<file path="src/rtl/vic_pkg.sv">
package vic_pkg;
    localparam int REG_W  = 32;
    localparam int GRP_W  = 4;
    localparam int BSEL_W = 2;

    typedef enum logic [GRP_W-1:0] {
        GRP_IPEND = 4'h0,
        GRP_FPEND = 4'h1,
        GRP_SEL   = 4'h2,
        GRP_MASK  = 4'h3,
        GRP_MISC  = 4'h4
    } grp_e;

    typedef enum logic [BSEL_W-1:0] {
        MISC_VEC  = 2'd0,
        MISC_BASE = 2'd1,
        MISC_PROT = 2'd2,
        MISC_NMI  = 2'd3
    } misc_e;
endpackage

</file>
<file path="src/rtl/vic_bank.sv">
module vic_bank #(
    parameter int W = 32
) (
    input  logic         clk,
    input  logic         rst_n,
    input  logic [W-1:0] lines_i,
    input  logic         wr_mask_i,
    input  logic         wr_sel_i,
    input  logic         wr_fclr_i,
    input  logic [W-1:0] wdata_i,
    output logic [W-1:0] pend_o,
    output logic [W-1:0] mask_o,
    output logic [W-1:0] sel_o,
    output logic [W-1:0] fpend_o,
    output logic [W-1:0] act_o,
    output logic [W-1:0] fact_o
);
    logic [W-1:0] clr;

    // requests visible at the coming edge: levels against the current mask
    assign act_o  = lines_i & ~mask_o;
    assign fact_o = act_o & sel_o;
    assign clr    = wr_fclr_i ? wdata_i : '0;

    always_ff @(posedge clk) begin
        if (!rst_n) begin
            pend_o  <= '0;
            mask_o  <= '0;
            sel_o   <= '0;
            fpend_o <= '0;
        end else begin
            pend_o  <= lines_i;
            fpend_o <= (fpend_o & ~clr) | fact_o;
            if (wr_mask_i) mask_o <= wdata_i;
            if (wr_sel_i)  sel_o  <= wdata_i;
        end
    end
endmodule

</file>
<file path="src/rtl/vic_vec_enc.sv">
module vic_vec_enc #(
    parameter int N    = 96,
    parameter int IDXW = $clog2(N)
) (
    input  logic [N-1:0]    act_i,
    output logic            found_o,
    output logic [IDXW-1:0] idx_o
);
    // scan downward so the last hit written is the lowest index
    always_comb begin
        found_o = 1'b0;
        idx_o   = '0;
        for (int i = N - 1; i >= 0; i--) begin
            if (act_i[i]) begin
                found_o = 1'b1;
                idx_o   = IDXW'(i);
            end
        end
    end
endmodule

</file>
<file path="src/rtl/lvl_vic.sv">
module lvl_vic
    import vic_pkg::*;
#(
    parameter int NUM_BANKS = 3,
    parameter int BANK_W    = 32,
    parameter int WADDR_W   = 6
) (
    input  logic                        clk,
    input  logic                        rst_n,
    input  logic [NUM_BANKS*BANK_W-1:0] irq_lines,
    input  logic [WADDR_W-1:0]          reg_word_addr,
    input  logic                        reg_wr,
    input  logic [BANK_W-1:0]           reg_wdata,
    output logic [BANK_W-1:0]           reg_rdata,
    output logic                        irq_o,
    output logic                        fiq_o
);
    localparam int NSRC = NUM_BANKS * BANK_W;
    localparam int IDXW = $clog2(NSRC);

    logic [GRP_W-1:0]  grp;
    logic [BSEL_W-1:0] bsel;
    logic              bank_ok;

    assign grp     = reg_word_addr[WADDR_W-1:BSEL_W];
    assign bsel    = reg_word_addr[BSEL_W-1:0];
    assign bank_ok = int'(bsel) < NUM_BANKS;

    logic [BANK_W-1:0] pend_a  [NUM_BANKS];
    logic [BANK_W-1:0] mask_a  [NUM_BANKS];
    logic [BANK_W-1:0] sel_a   [NUM_BANKS];
    logic [BANK_W-1:0] fpend_a [NUM_BANKS];
    logic [NSRC-1:0]   act_flat, fact_flat, pend_flat, mask_flat;

    for (genvar b = 0; b < NUM_BANKS; b++) begin : g_bank
        vic_bank #(.W(BANK_W)) u_bank (
            .clk       (clk),
            .rst_n     (rst_n),
            .lines_i   (irq_lines[b*BANK_W +: BANK_W]),
            .wr_mask_i (reg_wr && grp == GRP_MASK  && bsel == BSEL_W'(b)),
            .wr_sel_i  (reg_wr && grp == GRP_SEL   && bsel == BSEL_W'(b)),
            .wr_fclr_i (reg_wr && grp == GRP_FPEND && bsel == BSEL_W'(b)),
            .wdata_i   (reg_wdata),
            .pend_o    (pend_a[b]),
            .mask_o    (mask_a[b]),
            .sel_o     (sel_a[b]),
            .fpend_o   (fpend_a[b]),
            .act_o     (act_flat[b*BANK_W +: BANK_W]),
            .fact_o    (fact_flat[b*BANK_W +: BANK_W])
        );
        assign pend_flat[b*BANK_W +: BANK_W] = pend_a[b];
        assign mask_flat[b*BANK_W +: BANK_W] = mask_a[b];
    end

    logic            found;
    logic [IDXW-1:0] idx;

    vic_vec_enc #(.N(NSRC), .IDXW(IDXW)) u_enc (
        .act_i   (act_flat),
        .found_o (found),
        .idx_o   (idx)
    );

    logic [BANK_W-1:0] vec_q, base_q, prot_q, nmi_q;
    logic              misc_wr;

    assign misc_wr = reg_wr && grp == GRP_MISC;

    always_ff @(posedge clk) begin
        if (!rst_n) begin
            irq_o  <= 1'b0;
            fiq_o  <= 1'b0;
            vec_q  <= '0;
            base_q <= '0;
            prot_q <= '0;
            nmi_q  <= '0;
        end else begin
            irq_o <= |act_flat;
            fiq_o <= |fact_flat;
            vec_q <= found ? (BANK_W'(idx) << 2) : '0;
            if (misc_wr && bsel == MISC_BASE) base_q <= reg_wdata & ~BANK_W'(3);
            if (misc_wr && bsel == MISC_PROT) prot_q <= reg_wdata;
            if (misc_wr && bsel == MISC_NMI)  nmi_q  <= reg_wdata;
        end
    end

    always_comb begin
        reg_rdata = '0;
        case (grp)
            GRP_IPEND: if (bank_ok) reg_rdata = pend_a[bsel];
            GRP_FPEND: if (bank_ok) reg_rdata = fpend_a[bsel];
            GRP_SEL:   if (bank_ok) reg_rdata = sel_a[bsel];
            GRP_MASK:  if (bank_ok) reg_rdata = mask_a[bsel];
            GRP_MISC: begin
                unique case (bsel)
                    MISC_VEC:  reg_rdata = vec_q;
                    MISC_BASE: reg_rdata = base_q;
                    MISC_PROT: reg_rdata = prot_q;
                    MISC_NMI:  reg_rdata = nmi_q;
                endcase
            end
            default: reg_rdata = '0;
        endcase
    end
endmodule

</file>
<file path="config.mk">
export PLATFORM = sky130hd
export DESIGN_NAME = lvl_vic
export DESIGN_NICKNAME = d
export VERILOG_FILES = /design/src/rtl/vic_pkg.sv /design/src/rtl/vic_bank.sv /design/src/rtl/vic_vec_enc.sv /design/src/rtl/lvl_vic.sv
export SDC_FILE = /design/constraint.sdc
export NUM_CORES = 1
export LEC_CHECK = 0
export BUFFER_PORTS_ARGS = -buffer_cell sky130_fd_sc_hd__buf_2
export CAP_MARGIN = 20
export CORE_ASPECT_RATIO = 2
export CORE_UTILIZATION = 50
export CTS_CLUSTER_DIAMETER = 40
export CTS_CLUSTER_SIZE = 40
export DETAILED_ROUTE_END_ITERATION = 6
export GPL_TIMING_DRIVEN = 0
export HOLD_SLACK_MARGIN = 0.1
export PLACE_DENSITY_LB_ADDON = 0.05
export SLEW_MARGIN = 20
export SYNTH_ARGS = -nofsm -noshare
export SYNTH_HDL_FRONTEND = slang
export SYNTH_HIERARCHICAL = 1
export SYNTH_SLANG_ARGS = --single-unit
</file>
<file path="constraint.sdc">
create_clock -name clk -period 4.7 [get_ports clk]
set_input_delay 0.94 -clock clk [delete_from_list [all_inputs] [get_ports clk]]
set_output_delay 0.94 -clock clk [all_outputs]
set_load 0.02 [all_outputs]
</file>
==> key figures <==
Run status
  – Outcome: finished with violations
  – Failing checks: setup timing

Timing
  – Period Utilization, post-route: 1.00
  – RSZ-0062 raised after global routing: false
  – Clock skew: around 0.032 ns
  – Setup TNS: -0.0155 ns
  – Final worst slack: -0.0155 ns
  – Worst-Margin Slew: ~1.2 ns
  – Fmax: approximately 210 MHz
  – Slew Limit Fails: 0
  – Clock period minus worst slack: around 4.7 ns
  – Slew headroom: 0.163
  – Final hold violations: 0
  – Final Setup Violations: 1

Logic synthesis
  – FF+latch count, synth: between 400 and 500
  – Synth top area cells: dfxtp_1 (39%), mux2i_1 (13%), nor2b_1 (7.5%)
  – Syn Nets: 2817
  – Sequential area share after synthesis: 0.393
  – Synth area leader: dfxtp_1
  – Post-synthesis cell count: 2680
  – Yosys warning total: 6
  – Async SR Flop Fraction: 0
  – Post-synth top flop: dfxtp_1
  – Netlist cell types: 63
  – Avg Inst Size Synth: just over 9 sq um
  – EDFF count, synth: 0
  – Area share of the largest cell type after synthesis: 0.393
  – Mapped cell area: between 0.02 and 0.025 sq mm

Drt
  – Via/cell ratio: roughly 6.4
  – Antenna-violating nets left: 0
  – Via count: 22867
  – Iteration-0 DRC Markers: between 2000 and 2500
  – Residual DRC: 0
  – WL per Instance: between 30 and 40 um
  – Drt total wl: about 120000 um
  – DR pass1 iterations: 6

Clocking
  – Clk slew on worst S/H paths: about 0.08 ns
  – Htree depth: 2
  – Clock Sinks: between 400 and 500
  – Total CTS buffers: 44
  – Deepest clock path buffer count: 3
  – Root Buffer: clkbuf_16
  – Cells resized by post-CTS repair: 0
  – Post-CTS Setup Bufs: 0
  – Clock Latency Late Sink: ~0.6 ns
  – CTS tree: done
  – CTS Hold Bufs: 0

Placed design
  – Final Wtd Congestion: 1.02
  – Placed inst area: ~0.026 sq mm
  – Setup WS pre-CTS: 0.250 ns
  – Post-DP HPWL: roughly 91000 um
  – I/O Buffers: approximately 170

Power
  – Pwr/cell area: about 320 mW/mm^2
  – VDD IR max: approximately 0.36 mV
  – Leakage: roughly 0.010 uW
  – Tot Pwr: approximately 9000 uW

Setup path
  – Worst path max stage delay: between 0.9 and 1 ns
  – Critical Path Sink Type: primary output
  – WP data required: 3.76 ns
  – Slowest stage cell, crit path: clkbuf_1
  – CP arrival: 3.78 ns
  – Reg2reg end: fiq_o$_SDFF_PN0_
  – WP depth: 6
  – CP cell instances: buf_2 -> nor4_2 -> clkbuf_1 -> o21ai_0 -> o2111ai_1 -> buf_2
  – Crit-path most repeated cell: buf_2
  – Crit Path Class: input port to primary output
  – Path depth of the worst reg2reg path: 5
  – Worst setup SP type: input port
  – Buffers & Inverters on Critical Path: 3
  – R2R Path Start: g_bank[0].u_bank/mask_o[27]$_SDFFE_PN0P_
  – Family with the most delay on the worst path: buffers and inverters
  – Flop-to-flop setup slack: around 1.4 ns
  – CP max FO: 10

Global routing
  – First-pass GRT wire length: 162000 um
  – Total grt overflow: 0
  – Vias in the first global route: 22699
  – GRT Util Overall: 0.458
  – Largest net degree at the start of global routing: 21
  – Initial antenna violation count: 4

Cells and area
  – Layout Area Growth over Synthesis: 13.2%
  – # nets final: between 3000 and 4000
  – Layout cells sized above 1: 0.133
  – Final Instance Area: 0.0281 sq mm

Min path
  – Hold path startpoint: prot_q[18]$_SDFFE_PN0P_
  – HP Class: register to register
  – Worst hold path endpoint: prot_q[18]$_SDFFE_PN0P_
  – Hold depth: 2

Floorplan
  – Die W: between 150 and 200 um
  – Height of the chip: ~320 um
  – Die ar.: approximately 0.05 sq mm
  – Initial core utilization: 0.506
  – CORE AREA: 0.0491 sq mm
  – IO Pins: around 170
  – Std-Cell Rows: approximately 120

Run
  – Max_cap viols: 0
-- metal layers --
layer	routed length (um)	track usage	part of all wire
met1	37700	0.445	0.32
met2	55100	0.767	0.47
met3	8340	0.0843	0.071
met4	16500	0.547	0.14
met5	13	0	0.00011
-- report_power, final --
part,switching (uW),total [uW],internal [uW]
Clock,1860,4050,2190
Combinational,634,882,248
Sequential,21.8,4200,4180
-- flip-flops by register name, summed over array words and instances (netlist names), 7 cells and up --
signal                 cells
g_bank.u_bank/fpend_o     96
nmi_q                     32
prot_q                    32
base_q                    30
vec_q                      7
g_bank.u_bank/sel_o       96
g_bank.u_bank/pend_o      96
g_bank.u_bank/mask_o      96
-- tightest hold or removal path, delay by kind of cell (launching register included) --
family           cells  cell delay [ns]
AND/OR/NAND/NOR      1             0.05
AO/OA/AOI/OAI        1             0.05
flip-flops           1             0.31
-- stage by stage --
stage / utilization / hold WS [ns] / cells
3_3_place_gp: 0.539 / 0.438 / 3489
4_1_cts: 0.572 / 0.455 / 3571
3_5_place_dp: 0.540 / 0.445 / 3491
6_report: 0.573 / 0.455 / 3575
2_1_floorplan: - / 0.432 / 2680
5_1_grt: 0.572 / 0.479 / 3571
-- cell usage after synthesis, types with 6 or more instances --
library cell,number
dfxtp_1,487
mux2i_1,320
nor2b_1,296
nand2_1,213
and2_1,170
a21boi_0,157
nor2_1,145
o21a_1,98
and3b_1,96
o21ai_0,81
nor4_1,80
clkbuf_1,72
buf_2,50
a21oi_1,39
a21boi_1,34
o2bb2ai_1,32
a22oi_1,30
o2111ai_1,27
mux2_2,25
nand4_1,25
a22o_1,23
buf_12,18
buf_4,17
inv_1,16
nor3_1,16
and3_1,10
buf_6,10
o31ai_1,8
mux4_2,7
nand3_1,7
clkbuf_2,6
nand2b_1,6
-- final cells by class --
| type | instances | area, sq um |
|---|---|---|
| clock buffer | 48 | 1160 |
| multi-input combinational | 1999 | 13900 |
| tap | 643 | 805 |
| antenna | 4 | 10.0 |
| fill | 4469 | 21000 |
| inverter | 16 | 60.1 |
| buffer | 178 | 1170 |
| timing repair buffer | 168 | 843 |
| clock inverter | 32 | 437 |
| sequential | 487 | 9750 |
-- logic make-up after synthesis --
group	share of synthesized area
buffers and inverters	0.0496
AOI/OAI and AO/OA	0.163
muxes	0.147
and+or+nand+nor	0.247
DFF	0.393
-- cells in the final DEF, fill, tap and decap left out, types with 10 or more instances in the layout --
master,n
a21boi_0,157
a21boi_1,34
a21oi_1,39
a22o_1,23
a22oi_1,30
and2_1,170
and3_1,10
and3b_1,96
buf_12,18
buf_2,217
buf_4,18
buf_6,10
clkbuf_1,71
clkbuf_16,45
dfxtp_1,487
inv_1,16
mux2_2,25
mux2i_1,320
nand2_1,213
nand4_1,25
nor2_1,145
nor2b_1,296
nor3_1,16
nor4_1,78
o2111ai_1,27
o21a_1,98
o21ai_0,81
o2bb2ai_1,32
-- worst max-delay path by stage --
stage,startpoint,end
detailed placement,reg_word_addr[2],reg_rdata[31]
finish,reg_word_addr[2],reg_rdata[31]
floorplan,reg_word_addr[0],reg_rdata[14]
global route,reg_word_addr[2],reg_rdata[31]
global placement,reg_word_addr[2],reg_rdata[8]
CTS,reg_word_addr[1],reg_rdata[31]
Power figures use the tool's default switching activity.
